## config.mk

```make
export PLATFORM = sky130hd
export DESIGN_NAME = burst_col_gen
export DESIGN_NICKNAME = d
export VERILOG_FILES = /design/src/rtl/burst_col_pkg.sv /design/src/rtl/burst_len_decode.sv /design/src/rtl/burst_order_calc.sv /design/src/rtl/burst_beat_ctr.sv /design/src/rtl/burst_col_gen.sv
export SDC_FILE = /design/constraint.sdc
export NUM_CORES = 1
export LEC_CHECK = 0
export ABC_AREA = 0
export BUFFER_PORTS_ARGS = -buffer_cell sky130_fd_sc_hd__buf_4
export CAP_MARGIN = 20
export CELL_PAD_IN_SITES_DETAIL_PLACEMENT = 0
export CELL_PAD_IN_SITES_GLOBAL_PLACEMENT = 1
export CORE_MARGIN = 2
export CORE_UTILIZATION = 40
export DETAILED_ROUTE_END_ITERATION = 16
export PLACE_DENSITY = 0.75
export SYNTH_ARGS = -nofsm -noshare
export SYNTH_HDL_FRONTEND = slang
export SYNTH_SLANG_ARGS = --single-unit
```

## constraint.sdc

```tcl
create_clock -name clk -period 2.6 [get_ports clk]
set_input_delay 0.26 -clock clk [delete_from_list [all_inputs] [get_ports clk]]
set_output_delay 0.26 -clock clk [all_outputs]
set_load 0.02 [all_outputs]
```

## src/rtl/burst_col_pkg.sv

```systemverilog
package burst_col_pkg;
   typedef enum logic [2:0] {
      BLEN_1    = 3'd0,
      BLEN_2    = 3'd1,
      BLEN_4    = 3'd2,
      BLEN_8    = 3'd3,
      BLEN_PAGE = 3'd7
   } blen_code_e;

   localparam int unsigned LEN_CODE_W = 3;
   localparam int unsigned MAX_FIXED_LOG2 = 3;
endpackage

```

## src/rtl/burst_len_decode.sv

```systemverilog
module burst_len_decode
   import burst_col_pkg::*;
#(
   parameter int unsigned COL_W = 8
) (
   input  logic [LEN_CODE_W-1:0] code_i,
   output logic [COL_W-1:0]      mask_o,
   output logic                  full_o
);
   localparam logic [COL_W-1:0] ONE = COL_W'(1);

   always_comb begin
      mask_o = '0;
      full_o = 1'b0;
      case (code_i)
         BLEN_2:    mask_o = ONE;
         BLEN_4:    mask_o = (ONE << 2) - ONE;
         BLEN_8:    mask_o = (ONE << 3) - ONE;
         BLEN_PAGE: begin
            mask_o = '1;
            full_o = 1'b1;
         end
         default:   mask_o = '0;
      endcase
   end
endmodule

```

## src/rtl/burst_order_calc.sv

```systemverilog
module burst_order_calc #(
   parameter int unsigned COL_W = 8
) (
   input  logic [COL_W-1:0] start_i,
   input  logic [COL_W-1:0] beat_i,
   input  logic [COL_W-1:0] mask_i,
   input  logic             ilv_i,
   input  logic             full_i,
   output logic [COL_W-1:0] col_o
);
   logic [COL_W-1:0] sum;
   logic             use_xor;

   assign sum     = start_i + beat_i;
   assign use_xor = ilv_i & ~full_i;

   for (genvar i = 0; i < COL_W; i++) begin : g_bit
      always_comb begin
         if (!mask_i[i])
            col_o[i] = start_i[i];
         else if (use_xor)
            col_o[i] = start_i[i] ^ beat_i[i];
         else
            col_o[i] = sum[i];
      end
   end
endmodule

```

## src/rtl/burst_beat_ctr.sv

```systemverilog
module burst_beat_ctr #(
   parameter int unsigned COL_W = 8
) (
   input  logic             clk,
   input  logic             rst_n,
   input  logic             load_i,
   input  logic             term_i,
   input  logic             adv_i,
   input  logic [COL_W-1:0] mask_i,
   input  logic             full_i,
   output logic             valid_o,
   output logic             last_o,
   output logic [COL_W-1:0] beat_o
);
   logic valid_q;
   logic [COL_W-1:0] beat_q;

   assign last_o  = valid_q & ~full_i & (beat_q == mask_i);
   assign valid_o = valid_q;
   assign beat_o  = beat_q;

   always_ff @(posedge clk) begin
      if (!rst_n) begin
         valid_q <= 1'b0;
         beat_q  <= '0;
      end else if (load_i) begin
         valid_q <= 1'b1;
         beat_q  <= '0;
      end else if (term_i) begin
         valid_q <= 1'b0;
      end else if (valid_q && adv_i) begin
         if (last_o) valid_q <= 1'b0;
         else        beat_q  <= beat_q + COL_W'(1);
      end
   end

   AST_PAGE_NO_LAST: assert property (@(posedge clk) disable iff (!rst_n)
      (valid_q && full_i) |-> !last_o);
   AST_LAST_IN_BURST: assert property (@(posedge clk) disable iff (!rst_n)
      last_o |-> valid_q);
endmodule

```

## src/rtl/burst_col_gen.sv

```systemverilog
module burst_col_gen
   import burst_col_pkg::*;
#(
   parameter int unsigned COL_W = 8
) (
   input  logic                  clk,
   input  logic                  rst_n,
   input  logic                  load_i,
   input  logic [COL_W-1:0]      start_col_i,
   input  logic [LEN_CODE_W-1:0] len_code_i,
   input  logic                  ilv_i,
   input  logic                  adv_i,
   input  logic                  term_i,
   output logic [COL_W-1:0]      col_o,
   output logic                  valid_o,
   output logic                  last_o
);
   if (COL_W < MAX_FIXED_LOG2) begin : g_bad_width
      $error("burst_col_gen: COL_W must cover the 8-beat block");
   end

   logic [COL_W-1:0] dec_mask;
   logic             dec_full;
   logic [COL_W-1:0] start_q, mask_q, beat;
   logic             full_q, ilv_q;

   burst_len_decode #(.COL_W(COL_W)) u_dec (
      .code_i(len_code_i), .mask_o(dec_mask), .full_o(dec_full));

   always_ff @(posedge clk) begin
      if (!rst_n) begin
         start_q <= '0;
         mask_q  <= '0;
         full_q  <= 1'b0;
         ilv_q   <= 1'b0;
      end else if (load_i) begin
         start_q <= start_col_i;
         mask_q  <= dec_mask;
         full_q  <= dec_full;
         ilv_q   <= ilv_i;
      end
   end

   burst_beat_ctr #(.COL_W(COL_W)) u_ctr (
      .clk(clk), .rst_n(rst_n), .load_i(load_i), .term_i(term_i),
      .adv_i(adv_i), .mask_i(mask_q), .full_i(full_q),
      .valid_o(valid_o), .last_o(last_o), .beat_o(beat));

   burst_order_calc #(.COL_W(COL_W)) u_ord (
      .start_i(start_q), .beat_i(beat), .mask_i(mask_q),
      .ilv_i(ilv_q), .full_i(full_q), .col_o(col_o));

   AST_LOAD_START: assert property (@(posedge clk) disable iff (!rst_n)
      load_i |=> (valid_o && col_o == $past(start_col_i)));
   AST_TERM_STOP: assert property (@(posedge clk) disable iff (!rst_n)
      (term_i && !load_i) |=> !valid_o);
   AST_LAST_ENDS: assert property (@(posedge clk) disable iff (!rst_n)
      (last_o && adv_i && !load_i && !term_i) |=> !valid_o);
   AST_HOLD_COL: assert property (@(posedge clk) disable iff (!rst_n)
      (valid_o && !adv_i && !load_i && !term_i) |=> (valid_o && $stable(col_o)));
endmodule

```

==> impl_metrics.json <==
{
  "multiInputGateArea_um2": 983,
  "final-max-slew-violation-count": 0,
  "ys_async_sr_fraction_pct": 0,
  "tritoncts": "done",
  "worst_setup_hold_path_clk_slew_ps": 130,
  "synth_sequential_area_ratio_pct": 30.7,
  "num_vias": 1246,
  "grt_pass1_wl_um": 5350,
  "hold_class": "in -> reg",
  "power_per_cell_area_mw_per_mm2": 380,
  "crit_type": "reg -> out",
  "placedInstanceArea_mm2": 0.00167,
  "final_critical_path_setup_slack_ps": 127,
  "outcome": "finished clean",
  "worst_ep_required_time_ps": 2340,
  "crit_fanout": 6,
  "data_arrival_at_the_endpoint_of_the_critical_path_ps": 2210,
  "critPathCaptureType": "output port",
  "netlist_top_cells_count": "sky130_fd_sc_hd__dfxtp_1, sky130_fd_sc_hd__nor2_1, sky130_fd_sc_hd__nor2b_1",
  "dr.pass1.iters": 4,
  "grt_pass1_vias": 1251,
  "yosys_register_bits": 22,
  "peakVddDrop_uv": 203,
  "period_needed_ps": 2470,
  "worst_slew_pin_slew_ps": 362,
  "placement_rows": 21,
  "timing.hold.worst.start": "start_col_i[5]",
  "timing.critical_path.slowest_stage_cell": "sky130_fd_sc_hd__or4_1",
  "floorplan.die.height_um": 63.9,
  "coreArea_mm2": 0.00339,
  "p_leak_nw": 0.710,
  "cp_num_buf_inv": 1,
  "regArea_um2": 457,
  "startpoint_type": "register",
  "area_of_the_mapped_netlist_mm2": 0.00143,
  "report.final.hold_viol_count": 0,
  "cts-htree-levels": 1,
  "synth-edff-count": 0,
  "antenna-diode-count": 0,
  "detail_route.iter0.violations": 45,
  "final_wirelength_um": 3130,
  "place_hpwl_um": 2390,
  "cp_cell_sequence": "ha_4 > a211oi_2 > nor3_1 > or4_1 > and3_1 > xnor2_1 > buf_4",
  "die_area_mm2": 0.00408,
  "placement_setup_slack_ps": 159,
  "grt_util_all_layers_pct": 16.3,
  "initial_utilization_pct": 42.3,
  "area_growth_syn_to_layout_pct": 25.3,
  "postSynthAreaPerCell_um2": 8.80,
  "clock-root-buffer": "sky130_fd_sc_hd__clkbuf_4",
  "clock_insertion_delay_worst_skew_ps": 310,
  "grt_max_degree": 20,
  "setup.worst_path.start": "u_ctr.beat_o[1]",
  "cts.sink_count": 22,
  "mapped_nets": 189,
  "antenna_found_initial": 0,
  "maxCapViolations": 0,
  "final_cells": 238,
  "finClkSkew_ps": 6.54,
  "nets": 219,
  "proportion_of_layout_cells_with_a_drive_suffix_above_1_pct": 29.7,
  "die_x_um": 63.9,
  "drt-wirelength-per-cell_um": 13.1,
  "placement.io_buffers": 26,
  "fraction_of_post_synthesis_cell_area_in_the_top_cell_type_by_area_pct": 30.7,
  "synth_cells": 163,
  "critical-path-max-stage-delay_ps": 450,
  "netlist_top_cells_area": "sky130_fd_sc_hd__dfxtp_1, sky130_fd_sc_hd__ha_1, sky130_fd_sc_hd__mux2i_1, sky130_fd_sc_hd__xnor2_1, sky130_fd_sc_hd__nor2b_1",
  "post-synth-top-area-cell": "sky130_fd_sc_hd__dfxtp_1",
  "delay_heaviest_family_cp": "simple AND/OR/NAND/NOR gates",
  "ys_dominant_reg_cell": "sky130_fd_sc_hd__dfxtp_1",
  "post-synth-top-count-cell": "sky130_fd_sc_hd__dfxtp_1",
  "finalWeightedCongestion": 0.823,
  "drt.antenna.violating_nets": 0,
  "vias_per_cell": 5.24,
  "synth_warnings": 0,
  "grt_overflow_total": 0,
  "numCtsBuffers": 3,
  "post-place-cells": 231,
  "cts_hold_buffers": 0,
  "num_io_pins": 27,
  "finalCritPeriodShare_pct": 95.1,
  "synth_cell_type_count": 41,
  "ctsLongestPathBuffers": 2,
  "worst_r2r_startpoint": "mask_q[6]",
  "fillers": 321,
  "relSlewSlack_pct": 75.7,
  "setup_viol": 0,
  "timing.fmax_mhz": 404,
  "fin_area_mm2": 0.00180,
  "post-route-drc-count": 0
}
[kinds of logic after synthesis]
kind of cell | Yosys count | share of synthesized area (%)
compound gates | 32 | 15.4
xor+xnor | 13 | 7.94
fa+ha+maj | 9 | 8.38
buf+inv | 15 | 4.01
flops | 22 | 30.7
mux | 14 | 10.1
simple gates | 58 | 23.4
[tightest hold or removal path, cell delays in order]
cell                      delay (ps)
sky130_fd_sc_hd__buf_4            80
sky130_fd_sc_hd__mux2i_1          50
sky130_fd_sc_hd__nor2b_1          90
[cells in the final DEF (no fill, tap or decap), drive strengths merged]
cell / Yosys / routed
a211oi: 4 / 4
a21boi: 4 / 4
a21o: 1 / 1
a21oi: 7 / 7
a311oi: 1 / 1
a31o: 1 / 1
a31oi: 2 / 2
and2: 1 / 1
and3: 2 / 2
buf: 1 / 30
clkbuf: 4 / 4
dfxtp: 22 / 22
fa: 1 / 1
ha: 8 / 8
inv: 10 / 10
mux2: 4 / 4
mux2i: 10 / 10
nand2: 7 / 7
nand2b: 5 / 5
nand3: 4 / 4
nand3b: 2 / 2
nand4: 3 / 3
nor2: 12 / 12
nor2b: 12 / 12
nor3: 2 / 2
nor3b: 1 / 1
nor4: 1 / 1
nor4b: 1 / 1
o2111ai: 1 / 1
o211ai: 1 / 1
o21a: 1 / 1
o21ai: 7 / 7
o22ai: 1 / 1
o311ai: 1 / 1
or3: 2 / 2
or3b: 1 / 1
or4: 2 / 2
xnor2: 10 / 10
xor2: 3 / 3
[stage by stage]
stage	power [mW]	util (%)	setup TNS (ps)	hold slack [ps]
2_1_floorplan	0.445	-	0	398
3_3_place_gp	0.493	49.4	0	499
3_5_place_dp	0.497	49.4	0	505
4_1_cts	0.687	50.7	-23.1	201
5_1_grt	0.719	53.0	-63.0	185
6_report	0.683	53.0	0	204
[registers in the layout, indices dropped and copies added (netlist names)]
register / count
ilv_q: 1
mask_q: 4
start_q: 8
u_ctr.beat_o: 8
u_ctr.valid_o: 1
[layer usage]
layer	wire length (µm)	vias up	global-route usage [%]
li1	-	639	-
met1	1430	581	19.1
met2	1570	24	30.5
met3	113	2	2.64
met4	18	0	4.08
met5	0	-	0
[repair_timing]
action | CTS | global route
setup buffers | 0 | 3
pin swaps | 1 | 2
gates resized for setup | 6 | 15
gates cloned | 0 | 0
endpoints found under the hold margin | 0 | 0
endpoints found under the setup margin | 3 | 3
[path summary, 6_finish.rpt]
path | slack (ps) | depth (start not counted) | end
max | 130 | 7 | col_o[7]
min | 200 | 3 | start_q[5]
max reg2reg | 770 | 5 | u_ctr.beat_o[5]
min reg2reg | 530 | 2 | ilv_q
[layout make-up]
cell class | count | share of cell area (%)
clock buffers | 4 | 2.02
flip-flops and latches | 22 | 25.4
inverters | 10 | 2.09
repair buffers | 30 | 12.5
multi-input cells | 126 | 54.7
well taps | 46 | 3.20
[power by group]
part           switching [mW]  leakage [nW]  internal [mW]  total (mW)
sequential             0.0122         0.184          0.347       0.360
combinational          0.0639         0.505         0.0665       0.130
clock                   0.107        0.0210         0.0854       0.193
total                   0.184         0.710          0.499       0.683
Note: power is estimated with default switching activity, not from simulation.
